===== config.mk =====
export PLATFORM = sky130hd
export DESIGN_NAME = pw_prog_seq
export DESIGN_NICKNAME = d
export VERILOG_FILES = /design/src/rtl/pw_pkg.sv /design/src/rtl/pw_collect.sv /design/src/rtl/pw_window.sv /design/src/rtl/pw_timer.sv /design/src/rtl/pw_prog_seq.sv
export SDC_FILE = /design/constraint.sdc
export NUM_CORES = 1
export LEC_CHECK = 0
export BUFFER_PORTS_ARGS = -buffer_cell sky130_fd_sc_hd__buf_2
export CAP_MARGIN = 25
export CORE_ASPECT_RATIO = 0.8
export CORE_UTILIZATION = 55
export CTS_BUF_LIST = sky130_fd_sc_hd__clkbuf_2 sky130_fd_sc_hd__clkbuf_4 sky130_fd_sc_hd__clkbuf_8
export CTS_CLUSTER_DIAMETER = 200
export CTS_CLUSTER_SIZE = 40
export DETAILED_ROUTE_END_ITERATION = 7
export GPL_TIMING_DRIVEN = 0
export MAX_ROUTING_LAYER = met4
export PLACE_DENSITY = 0.77
export RECOVER_POWER = 100
export SLEW_MARGIN = 20
export SYNTH_ARGS = -nofsm -noshare
export SYNTH_HDL_FRONTEND = slang
export SYNTH_HIERARCHICAL = 1
export SYNTH_SLANG_ARGS = --single-unit

===== constraint.sdc =====
create_clock -name clk -period 3.9 [get_ports clk]
set_input_delay 0.195 -clock clk [delete_from_list [all_inputs] [get_ports clk]]
set_output_delay 0.195 -clock clk [all_outputs]
set_load 0.03 [all_outputs]

===== src/rtl/pw_pkg.sv =====
// Shared types for the page write programming sequencer.
package pw_pkg;
    typedef enum logic [1:0] {
        OP_IDLE = 2'd0,
        OP_WORD = 2'd1,
        OP_PAGE = 2'd2,
        OP_ALL  = 2'd3
    } pw_op_e;
endpackage


===== src/rtl/pw_collect.sv =====
// Command collector: latches the command kind and start address. Stores
// incoming words in page slots and accumulates a reject flag from the
// protection answer for each word address.
// Assumes PW is a power of two of at least 2 and AW > log2(PW).
module pw_collect
    import pw_pkg::*;
#(
    parameter int AW = 6,
    parameter int DW = 16,
    parameter int PW = 4,
    localparam int LW = $clog2(PW),
    localparam int CW = LW + 1
) (
    input  logic                   clk,
    input  logic                   rst_n,
    input  logic                   start,
    input  pw_op_e                 start_op,
    input  logic [AW-1:0]          start_addr,
    input  logic                   word_valid,
    input  logic [DW-1:0]          word_data,
    input  logic                   deny,
    input  logic                   drop,
    output pw_op_e                 op,
    output logic [AW-1:0]          base,
    output logic [CW-1:0]          count,
    output logic [PW-1:0][DW-1:0]  words,
    output logic                   reject,
    output logic [AW-1:0]          cur_addr,
    output logic                   word_acc
);
    logic [CW-1:0] limit;

    // Word limit per command kind; accept only while below it.
    always_comb begin
        limit    = (op == OP_PAGE) ? CW'(PW) : CW'(1);
        word_acc = word_valid && (op != OP_IDLE) && (count < limit);
        cur_addr = {base[AW-1:LW], base[LW-1:0] + count[LW-1:0]};
    end

    // Command state: kind, base address, word count, reject flag.
    always_ff @(posedge clk) begin
        if (!rst_n) begin
            op     <= OP_IDLE;
            base   <= '0;
            count  <= '0;
            reject <= 1'b0;
        end else if (start) begin
            op     <= start_op;
            base   <= start_addr;
            count  <= '0;
            reject <= 1'b0;
        end else if (drop) begin
            op     <= OP_IDLE;
        end else if (word_acc) begin
            count <= count + CW'(1);
            if (deny && op != OP_ALL)
                reject <= 1'b1;
        end
    end

    for (genvar g = 0; g < PW; g++) begin : g_slot
        logic [DW-1:0] slot_q;
        // One buffered word per slot, written when its turn comes.
        always_ff @(posedge clk) begin
            if (!rst_n)
                slot_q <= '0;
            else if (word_acc && count[LW-1:0] == LW'(g))
                slot_q <= word_data;
        end
        assign words[g] = slot_q;
    end
endmodule


===== src/rtl/pw_window.sv =====
// Chip-select window tracker: opens after an accepted word and closes
// on the next serial clock edge. A chip-select fall ends the command
// and is a start request only while the window is open.
// Assumes sclk_rise is a single-cycle pulse in the system clock domain.
module pw_window (
    input  logic clk,
    input  logic rst_n,
    input  logic start,
    input  logic word_acc,
    input  logic sclk_rise,
    input  logic cs,
    input  logic active,
    input  logic busy,
    output logic launch_try,
    output logic drop
);
    logic armed_q;

    // Window flag: set by a finished word, cleared by a clock edge or deselect.
    always_ff @(posedge clk) begin
        if (!rst_n)
            armed_q <= 1'b0;
        else if (start || busy)
            armed_q <= 1'b0;
        else if (word_acc)
            armed_q <= 1'b1;
        else if (sclk_rise || !cs)
            armed_q <= 1'b0;
    end

    // Deselect ends any open command; it starts one only inside the window.
    always_comb begin
        drop       = active && !cs && !start;
        launch_try = drop && armed_q && !sclk_rise;
    end
endmodule


===== src/rtl/pw_timer.sv =====
// Self-timed programming engine: on launch it holds busy for PROG_CYCLES
// system clocks and writes the buffered words (or every location for
// write-all) one per cycle from the first busy cycle.
// Assumes PROG_CYCLES >= 2**AW so that a write-all completes in time.
module pw_timer
    import pw_pkg::*;
#(
    parameter int AW          = 6,
    parameter int DW          = 16,
    parameter int PW          = 4,
    parameter int PROG_CYCLES = 80,
    localparam int LW    = $clog2(PW),
    localparam int CW    = LW + 1,
    localparam int DEPTH = 1 << AW,
    localparam int IW    = AW + 1,
    localparam int TW    = $clog2(PROG_CYCLES + 1)
) (
    input  logic                   clk,
    input  logic                   rst_n,
    input  logic                   launch,
    input  pw_op_e                 op,
    input  logic [AW-1:0]          base,
    input  logic [CW-1:0]          count,
    input  logic [PW-1:0][DW-1:0]  words,
    output logic                   busy,
    output logic                   all_mode,
    output logic                   mem_we,
    output logic [AW-1:0]          mem_addr,
    output logic [DW-1:0]          mem_wdata
);
    logic [TW-1:0] tcnt_q;
    logic [IW-1:0] widx_q;
    logic [IW-1:0] nwr_q;
    logic [AW-1:0] base_q;

    // Cycle timer and write index, loaded on launch.
    always_ff @(posedge clk) begin
        if (!rst_n) begin
            busy     <= 1'b0;
            all_mode <= 1'b0;
            tcnt_q   <= '0;
            widx_q   <= '0;
            nwr_q    <= '0;
            base_q   <= '0;
        end else if (launch && !busy) begin
            busy     <= 1'b1;
            all_mode <= (op == OP_ALL);
            tcnt_q   <= TW'(PROG_CYCLES - 1);
            widx_q   <= '0;
            nwr_q    <= (op == OP_ALL) ? IW'(DEPTH) : IW'(count);
            base_q   <= base;
        end else if (busy) begin
            if (mem_we)
                widx_q <= widx_q + IW'(1);
            if (tcnt_q == '0)
                busy <= 1'b0;
            else
                tcnt_q <= tcnt_q - TW'(1);
        end
    end

    // Array port: page addresses wrap in the low bits; write-all sweeps all.
    always_comb begin
        mem_we    = busy && (widx_q < nwr_q);
        mem_addr  = all_mode ? widx_q[AW-1:0]
                             : {base_q[AW-1:LW], base_q[LW-1:0] + widx_q[LW-1:0]};
        mem_wdata = all_mode ? words[0] : words[widx_q[LW-1:0]];
    end
endmodule


===== src/rtl/pw_prog_seq.sv =====
// Top of the page write programming sequencer. Takes decoded write
// commands and serial words, gates the start of a self-timed cycle on
// the chip-select window, write enables and protection, then drives the
// array write port. Assumes all inputs are synchronous to clk.
module pw_prog_seq
    import pw_pkg::*;
#(
    parameter int AW          = 6,
    parameter int DW          = 16,
    parameter int PAGE_WORDS  = 4,
    parameter int PROG_CYCLES = 80,
    localparam int LW = $clog2(PAGE_WORDS),
    localparam int CW = LW + 1
) (
    input  logic           clk,
    input  logic           rst_n,
    input  logic           cmd_word,
    input  logic           cmd_page,
    input  logic           cmd_all,
    input  logic [AW-1:0]  cmd_addr,
    input  logic           word_valid,
    input  logic [DW-1:0]  word_data,
    input  logic           sclk_rise,
    input  logic           cs,
    input  logic           wen_latch,
    input  logic           wen_pin,
    input  logic           prot_clear,
    output logic [AW-1:0]  chk_addr,
    input  logic           chk_deny,
    output logic           busy,
    output logic           mem_we,
    output logic [AW-1:0]  mem_addr,
    output logic [DW-1:0]  mem_wdata
);
    pw_op_e                        start_op, op;
    logic                          start, drop, launch_try, launch;
    logic                          word_acc, reject, t_all;
    logic [AW-1:0]                 base;
    logic [CW-1:0]                 count;
    logic [PAGE_WORDS-1:0][DW-1:0] words;

    // Command intake (ignored while busy) and the final start gate.
    always_comb begin
        start    = !busy && (cmd_word || cmd_page || cmd_all);
        start_op = cmd_all ? OP_ALL : (cmd_page ? OP_PAGE : OP_WORD);
        launch   = launch_try && wen_latch && wen_pin && !reject
                   && (op != OP_ALL || prot_clear);
    end

    pw_collect #(.AW(AW), .DW(DW), .PW(PAGE_WORDS)) u_collect (
        .clk(clk), .rst_n(rst_n), .start(start), .start_op(start_op),
        .start_addr(cmd_addr), .word_valid(word_valid && !busy),
        .word_data(word_data), .deny(chk_deny), .drop(drop), .op(op),
        .base(base), .count(count), .words(words), .reject(reject),
        .cur_addr(chk_addr), .word_acc(word_acc)
    );

    pw_window u_window (
        .clk(clk), .rst_n(rst_n), .start(start), .word_acc(word_acc),
        .sclk_rise(sclk_rise), .cs(cs), .active(op != OP_IDLE),
        .busy(busy), .launch_try(launch_try), .drop(drop)
    );

    pw_timer #(.AW(AW), .DW(DW), .PW(PAGE_WORDS), .PROG_CYCLES(PROG_CYCLES)) u_timer (
        .clk(clk), .rst_n(rst_n), .launch(launch), .op(op), .base(base),
        .count(count), .words(words), .busy(busy), .all_mode(t_all),
        .mem_we(mem_we), .mem_addr(mem_addr), .mem_wdata(mem_wdata)
    );
endmodule


== Word level (Yosys, flattened, before mapping) ==
Index checks and enable logic that the tools add are counted.

* Input bits: 34
* Word-level logic and storage cells: 95
* Output and inout port bits: 30
* Bits in registers: 106

* Eq/ne operators: 7
* Muxes and demuxes: 18
* Order comparisons: 3
* Reductions and logical operators: 43
* Add/subtract/negate cells: 5
* Bitwise operators: 3

{| class="wikitable"
|+ Operators by type and width
! operator !! number
|-
| $bmux W16 S2 || 1
|-
| $mux W16 || 2
|-
| $mux W7 || 4
|-
| $logic_and A1 B1 Y1 || 19
|-
| $eq A2 B2 Y1 const B || 4
|-
| $mux W2 || 4
|-
| $reduce_and A2 Y1 || 4
|-
| $reduce_bool A2 Y1 || 4
|-
| $add A7 B1 Y7 const B || 1
|-
| $logic_not A7 Y1 || 1
|-
| $lt A7 B7 Y1 || 1
|-
| $sub A7 B1 Y7 const B || 1
|-
| $mux W6 || 1
|-
| $reduce_or A2 Y1 || 3
|-
| $logic_not A1 Y1 || 5
|-
| $logic_or A1 B1 Y1 || 5
|-
| $mux W1 || 5
|-
| $add A2 B2 Y2 || 2
|-
| $add A3 B1 Y3 const B || 1
|-
| $lt A2 B3 Y1 const B || 1
|-
| $lt A3 B3 Y1 || 1
|-
| $mux W3 || 1
|-
| $not A1 Y1 || 3
|-
| $reduce_and A3 Y1 || 1
|-
| other kinds (4) || 4
|}

== Depth between registers and ports, before layout ==
* Depth after elaboration: 14
* Mapped depth: 11
* Mapped depth without buffers: 10

== By module ==
The synthesis kept the hierarchy.

{| class="wikitable"
|+ Modules (own cells, without submodules)
! module !! cells each !! seq. area each (µm²) !! instances !! area an instance (µm²)
|-
| pw_collect || 298 || 1521.5 || 1 || 3012.9
|-
| pw_timer || 244 || 500.5 || 1 || 1944.4
|-
| pw_window || 6 || 20.0 || 1 || 65.1
|-
| pw_prog_seq || 9 || 0.0 || 1 || 52.6
|}

== Worst setup path before layout ==
Ideal clock, no wire load.

* Path kind: flip-flop to flip-flop
* Start: register u_timer.busy
* End: register u_timer.tcnt_q[2]
* Cell stages (with the launch flop): 11
* Data arrival time: 2.144 ns
* Buffers on the path: 1
* Path slack: 1.697 ns
* Setup time: 0.059 ns
* Period minus slack after synthesis: 2.203 ns
* Data required time: 3.841 ns
* Path through: dfxtp_1 > nor2_1 > nor3b_2 > and3b_1 > nand4b_1 > a31oi_1 > and2b_1 > clkbuf_1 > a21oi_1 > o31ai_1 > and2_1

* Longest elaborated chain between the ends: 13
* Elaborated cells between the ends (all ways): 15
* Those cells by class: eq/ne: 1; mux: 1; reduce/logical: 13

{| class="wikitable"
|+ Ends and longest elaborated chain
! element !! RTL line !! source
|-
| from (decl) || pw_timer.sv:25 || <nowiki>output logic busy,</nowiki>
|-
| from (signal assigned) || pw_timer.sv:39 || <nowiki>busy <= 1'b0;</nowiki>
|-
| from (signal assigned) || pw_timer.sv:46 || <nowiki>busy <= 1'b1;</nowiki>
|-
| from (signal assigned) || pw_timer.sv:56 || <nowiki>busy <= 1'b0;</nowiki>
|-
| $logic_not A1 Y1 * || pw_prog_seq.sv:44 || <nowiki>start = !busy && (cmd_word || cmd_page || cmd_all);</nowiki>
|-
| $logic_and A1 B1 Y1 * || pw_prog_seq.sv:44 ||
|-
| named net start || pw_prog_seq.sv:36 || <nowiki>logic start, drop, launch_try, launch;</nowiki>
|-
| $logic_not A1 Y1 * || pw_window.sv:33 || <nowiki>drop = active && !cs && !start;</nowiki>
|-
| $logic_and A1 B1 Y1 * || pw_window.sv:33 ||
|-
| named net drop || pw_prog_seq.sv:36 ||
|-
| $logic_and A1 B1 Y1 * (2 in series) || pw_window.sv:34 || <nowiki>launch_try = drop && armed_q && !sclk_rise;</nowiki>
|-
| named net launch_try || pw_prog_seq.sv:36 ||
|-
| $logic_and A1 B1 Y1 * (3 in series) || pw_prog_seq.sv:46 || <nowiki>launch = launch_try && wen_latch && wen_pin && !reject</nowiki>
|-
| $logic_and A1 B1 Y1 * || pw_prog_seq.sv:47 || <nowiki>&& (op != OP_ALL || prot_clear);</nowiki>
|-
| named net launch || pw_prog_seq.sv:36 ||
|-
| $logic_and A1 B1 Y1 * || pw_timer.sv:45 || <nowiki>end else if (launch && !busy) begin</nowiki>
|-
| $ne A2 B1 Y1 (no source line) or $reduce_bool A2 Y1 (tied branches) || n/a ||
|-
| $reduce_and A2 Y1 (no source line) || n/a ||
|-
| to (signal assigned) || pw_timer.sv:48 || <nowiki>tcnt_q <= TW'(PROG_CYCLES - 1);</nowiki>
|-
| to (signal assigned) || pw_timer.sv:58 || <nowiki>tcnt_q <= tcnt_q - TW'(1);</nowiki>
|-
| to (decl) || pw_timer.sv:31 || <nowiki>logic [TW-1:0] tcnt_q;</nowiki>
|}

Mark *: on every way through the listed nets, which the timed path passes. The rest lies on a longest branch.
A chain may end at the register's enable or synchronous reset.

== Worst setup path after layout ==
* Start: register u_timer.widx_q[1]
* End: output port mem_wdata[9]

* Longest elaborated chain between the ends: 3

{| class="wikitable"
|+ Ends and longest elaborated chain
! element !! RTL line !! source
|-
| from (decl) || pw_timer.sv:32 || <nowiki>logic [IW-1:0] widx_q;</nowiki>
|-
| from (signal assigned) || pw_timer.sv:54 || <nowiki>widx_q <= widx_q + IW'(1);</nowiki>
|-
| $bmux W16 S2 || pw_timer.sv:67 || <nowiki>mem_wdata = all_mode ? words[0] : words[widx_q[LW-1:0]];</nowiki>
|-
| $mux W16 (not written as such) || pw_timer.sv:67 ||
|-
| $mux W16 || pw_timer.sv:67 ||
|-
| to (decl) || pw_prog_seq.sv:33 || <nowiki>output logic [DW-1:0] mem_wdata</nowiki>
|}

Every way passes these cells. The select of a mux whose other input is x is not followed.

==> Flow_metrics.wiki <==
{| class="wikitable"
! Metric !! Value
|-
| Run status || finished clean
|-
| Post-Syn Area per Cell || 9.11 µm²
|-
| Post-route non-filler standard cell count || ~750
|-
| Most common library cell in the layout ignoring fill and taps || sky130_fd_sc_hd__nand2_1
|-
| Hold depth || 3
|-
| R2r worst-path depth || 9
|-
| Synthesized net count || 604
|-
| Number of I/O port buffers || 63
|-
| Cts repair resizes || 0
|-
| Final worst-path cycle share || between 80 and 90%
|-
| Detailed Route Iter0 Violations || slightly above 300
|-
| CTS tree || done
|-
| Maximum number of buffers from clock root to sink || 2
|-
| Post-synthesis instance area || ~5000 µm²
|-
| I/O Pins || 64
|-
| Number of setup violations in the final report || 0
|-
| Fmax || roughly 310 MHz
|-
| Detailed placer's ending HPWL || 8810 µm
|-
| Most frequent cells in the layout || 105 x sky130_fd_sc_hd__nand2_1, 102 x sky130_fd_sc_hd__dfxtp_1, 73 x sky130_fd_sc_hd__mux2i_1
|-
| Die Outline Area || between 9000 and 10000 µm²
|-
| Total detailed-routing wirelength || 12500 µm
|-
| Fillers || 751
|-
| Comb pwr share || under 10%
|-
| Via density per instance || 5.75
|-
| Launch instance of the worst min-delay path || cmd_addr[0]
|-
| Number of failing hold endpoints at the final stage || 0
|-
| Setup slack, reg-to-reg || 0.88 ns
|-
| Wire length of the first global-routing pass || ~20000 µm
|-
| Setup repair after global routing missed its margin || no
|-
| Fraction of final layout cells sized beyond drive strength 1 || about 14%
|-
| Total overflow reported by the global router || 0
|-
| R2r endpoint || u_collect/g_slot[2].slot_q[1]
|-
| Number of buffers created by CTS || 9
|-
| Sequential power share || around 56%
|-
| Cell chosen for the clock root || sky130_fd_sc_hd__clkbuf_8
|-
| Worst-path maximum fanout || 10
|-
| Power after layout || about 1.9 mW
|-
| Sw Pwr || roughly 0.49 mW
|-
| Core area || 8710 µm²
|-
| Element type at the critical path start || flip-flop
|-
| Chip Height || between 80 and 90 µm
|-
| Number of warnings reported in the yosys synthesis log || 6
|-
| Number of nets with antenna violations after routing || 0
|-
| Worst R2R Start || u_collect/op[1]
|-
| Area growth, synth to finish || 11.6%
|-
| Synthesized flop and latch total || 102
|-
| Count of buffers added by post-CTS timing repair for setup || 0
|-
| Mapped Cells || ~560
|-
| Critical path data arrival time || 3.01 ns
|-
| Clock network latency to the later pin of the worst-skew pair || 0.37 ns
|-
| Worst Hold Margin || about 0.075 ns
|-
| Required arrival time at the worst endpoint || about 3.7 ns
|-
| Die Span X || around 110 µm
|-
| Routability cong. || 0.863
|-
| Number of buffers added to fix hold violations after cts || 0
|-
| Number of violations of the max-capacitance limit || 0
|-
| Clock network power share || between 30% and 40%
|-
| Final critical-path required period || around 3.2 ns
|-
| Fraction of registers with async set/reset || 0%
|-
| Worst setup timing slack at the placement stage || roughly 1.3 ns
|-
| Post-synth EDFFs || 0
|-
| Internal power || 1.44 mW
|-
| TNS Setup || 0 ns
|-
| Worst hold-check path type || in2reg
|-
| Antenna Cells || 0
|-
| Power density over the cells || between 300 and 400 nW/µm²
|-
| Average wire per standard cell || 16.8 µm
|-
| Worst slew pin tran || between 0.8 and 0.9 ns
|-
| Via count of the first global-routing pass || approximately 4200
|-
| TritonCTS Sinks || slightly above 100
|-
| Hold Crit Endpoint || u_collect/base[0]
|-
| Switching part of the total power || roughly a quarter
|-
| Iteration count of the initial detailed-routing pass || 5
|-
| Worst setup path category || reg2out
|-
| Static leakage power || about 2.3 nW
|-
| Proportion of synthesized chip area in sequential cells || about two fifths
|-
| Max_slew headroom || 40.1%
|-
| Maximum level of the CTS H-tree || 3
|-
| Final Net Count || slightly below 700
|-
| Crit path setup slack, layout || between 0.6 and 0.7 ns
|-
| Largest vdd supply drop || 0.260 mV
|-
| Setup crit end kind || output pin
|-
| Vias post-DR || 4301
|-
| Max Slew Vio Count || 0
|-
| Post-synth cell types || 53
|-
| Clock Pin Slew Worst Setup and Hold Paths || about 0.1 ns
|-
| Initial standard-cell utilization of the core || 58.3%
|-
| Pin count of the biggest net entering global routing || 17
|-
| Most used DFF post-synth || sky130_fd_sc_hd__dfxtp_1
|-
| Cell Count Post-Placement || about 730
|-
| Worst-case clock skew || between 0.009 and 0.01 ns
|-
| Antenna violations before repair || 0
|-
| Gr usage total || between 20% and 30%
|-
| Standard-cell rows || 30
|-
| DR DRC count || 0
|}
worst max-delay path: stages, from the launching register on:
cell and delay [ns]:
sky130_fd_sc_hd__dfxtp_1 0.37, sky130_fd_sc_hd__clkbuf_1 0.44, sky130_fd_sc_hd__nor2b_1 0.20, sky130_fd_sc_hd__clkbuf_1 0.33, sky130_fd_sc_hd__clkbuf_1 0.52, sky130_fd_sc_hd__a21oi_1 0.16
sky130_fd_sc_hd__o21ai_0 0.27, sky130_fd_sc_hd__clkbuf_1 0.35
area by class of cell:
class | instances | area (µm²) | area share (%)
Multi-Input combinational cell | 403 | 2780 | 49.0
Timing Repair Buffer | 63 | 285 | 5.04
Clock buffer | 11 | 139 | 2.45
Sequential cell | 102 | 2040 | 36.0
Clock inverter | 5 | 60.1 | 1.06
Inverter | 11 | 41.3 | 0.729
Buffer | 41 | 181 | 3.20
Tap cell | 112 | 140 | 2.47
kinds of logic (layout without fill, tap and decap cells):
logic type	Yosys count	after routing	share of synthesized area (%)
mux	94	94	19.1
xor+xnor	7	7	1.21
buf+inv	52	131	4.96
simple gates	193	193	18.9
flops	102	102	40.2
compound gates	96	96	12.5
fa+ha+maj	13	13	3.21
cell usage after synthesis (all sizes together) (4+ instances only):
cell    count  share of area [%]
buf        19                2.5
nand2b      4               0.49
nor3b       7                1.1
xor2        4               0.69
nor2b      34                4.2
a21boi     10                1.5
dfxtp     102                 40
nor2       11               0.81
a21oi      26                2.6
or3         4               0.59
nand2     105                7.8
a22oi      19                2.8
o21ai      24                2.4
mux2i      73                 14
ha         13                3.2
mux2       21                4.7
o31ai       6                1.2
clkbuf     22                1.6
inv        11               0.81
power by group through the flow:
stage          clock network (mW)  registers, mW  logic [mW]
3_3_place_gp                    0           1.10       0.175
3_5_place_dp                    0           1.10       0.179
5_1_grt                     0.734           1.08       0.193
2_1_floorplan                   0           1.09       0.122
6_report                    0.678           1.07       0.178
4_1_cts                     0.687           1.07       0.180
worst max-delay path by stage:
stage                                  from                end  cells after the start
after floorplan                u_timer/busy  u_timer/tcnt_q[2]                     10
after global placement         u_timer/busy   u_timer/nwr_q[6]                      9
after detailed placement       u_timer/busy   u_timer/nwr_q[6]                      9
after CTS                      u_timer/busy   u_timer/nwr_q[6]                      9
after global routing      u_timer/widx_q[1]       mem_wdata[9]                      7
final                     u_timer/widx_q[1]       mem_wdata[9]                      7
registers in the layout, summed over array words and instances, names as in the netlist:
| signal | flops |
|---|---|
| u_collect/base | 6 |
| u_collect/count | 3 |
| u_collect/g_slot.slot_q | 64 |
| u_collect/op | 2 |
| u_collect/reject | 1 |
| u_timer/base_q | 6 |
| u_timer/busy | 1 |
| u_timer/nwr_q | 4 |
| u_timer/tcnt_q | 7 |
| u_timer/widx_q | 7 |
| u_window/armed_q | 1 |
metal layers:
layer	vias up	track usage [%]	share of wire, %
met5	-	-	0
met4	0	8.97	1.3
met3	15	6.40	6.7
met2	152	44.6	46
met1	2064	37.8	46
li1	2070	-	-
metrics by stage:
step	util, %	cell area, µm²
2_1_floorplan	-	5070
3_5_place_dp	63.5	5530
4_1_cts	65.8	5730
6_report	65.1	5670
3_3_place_gp	63.5	5530
5_1_grt	65.1	5670
(Power assumes the default switching activity.)
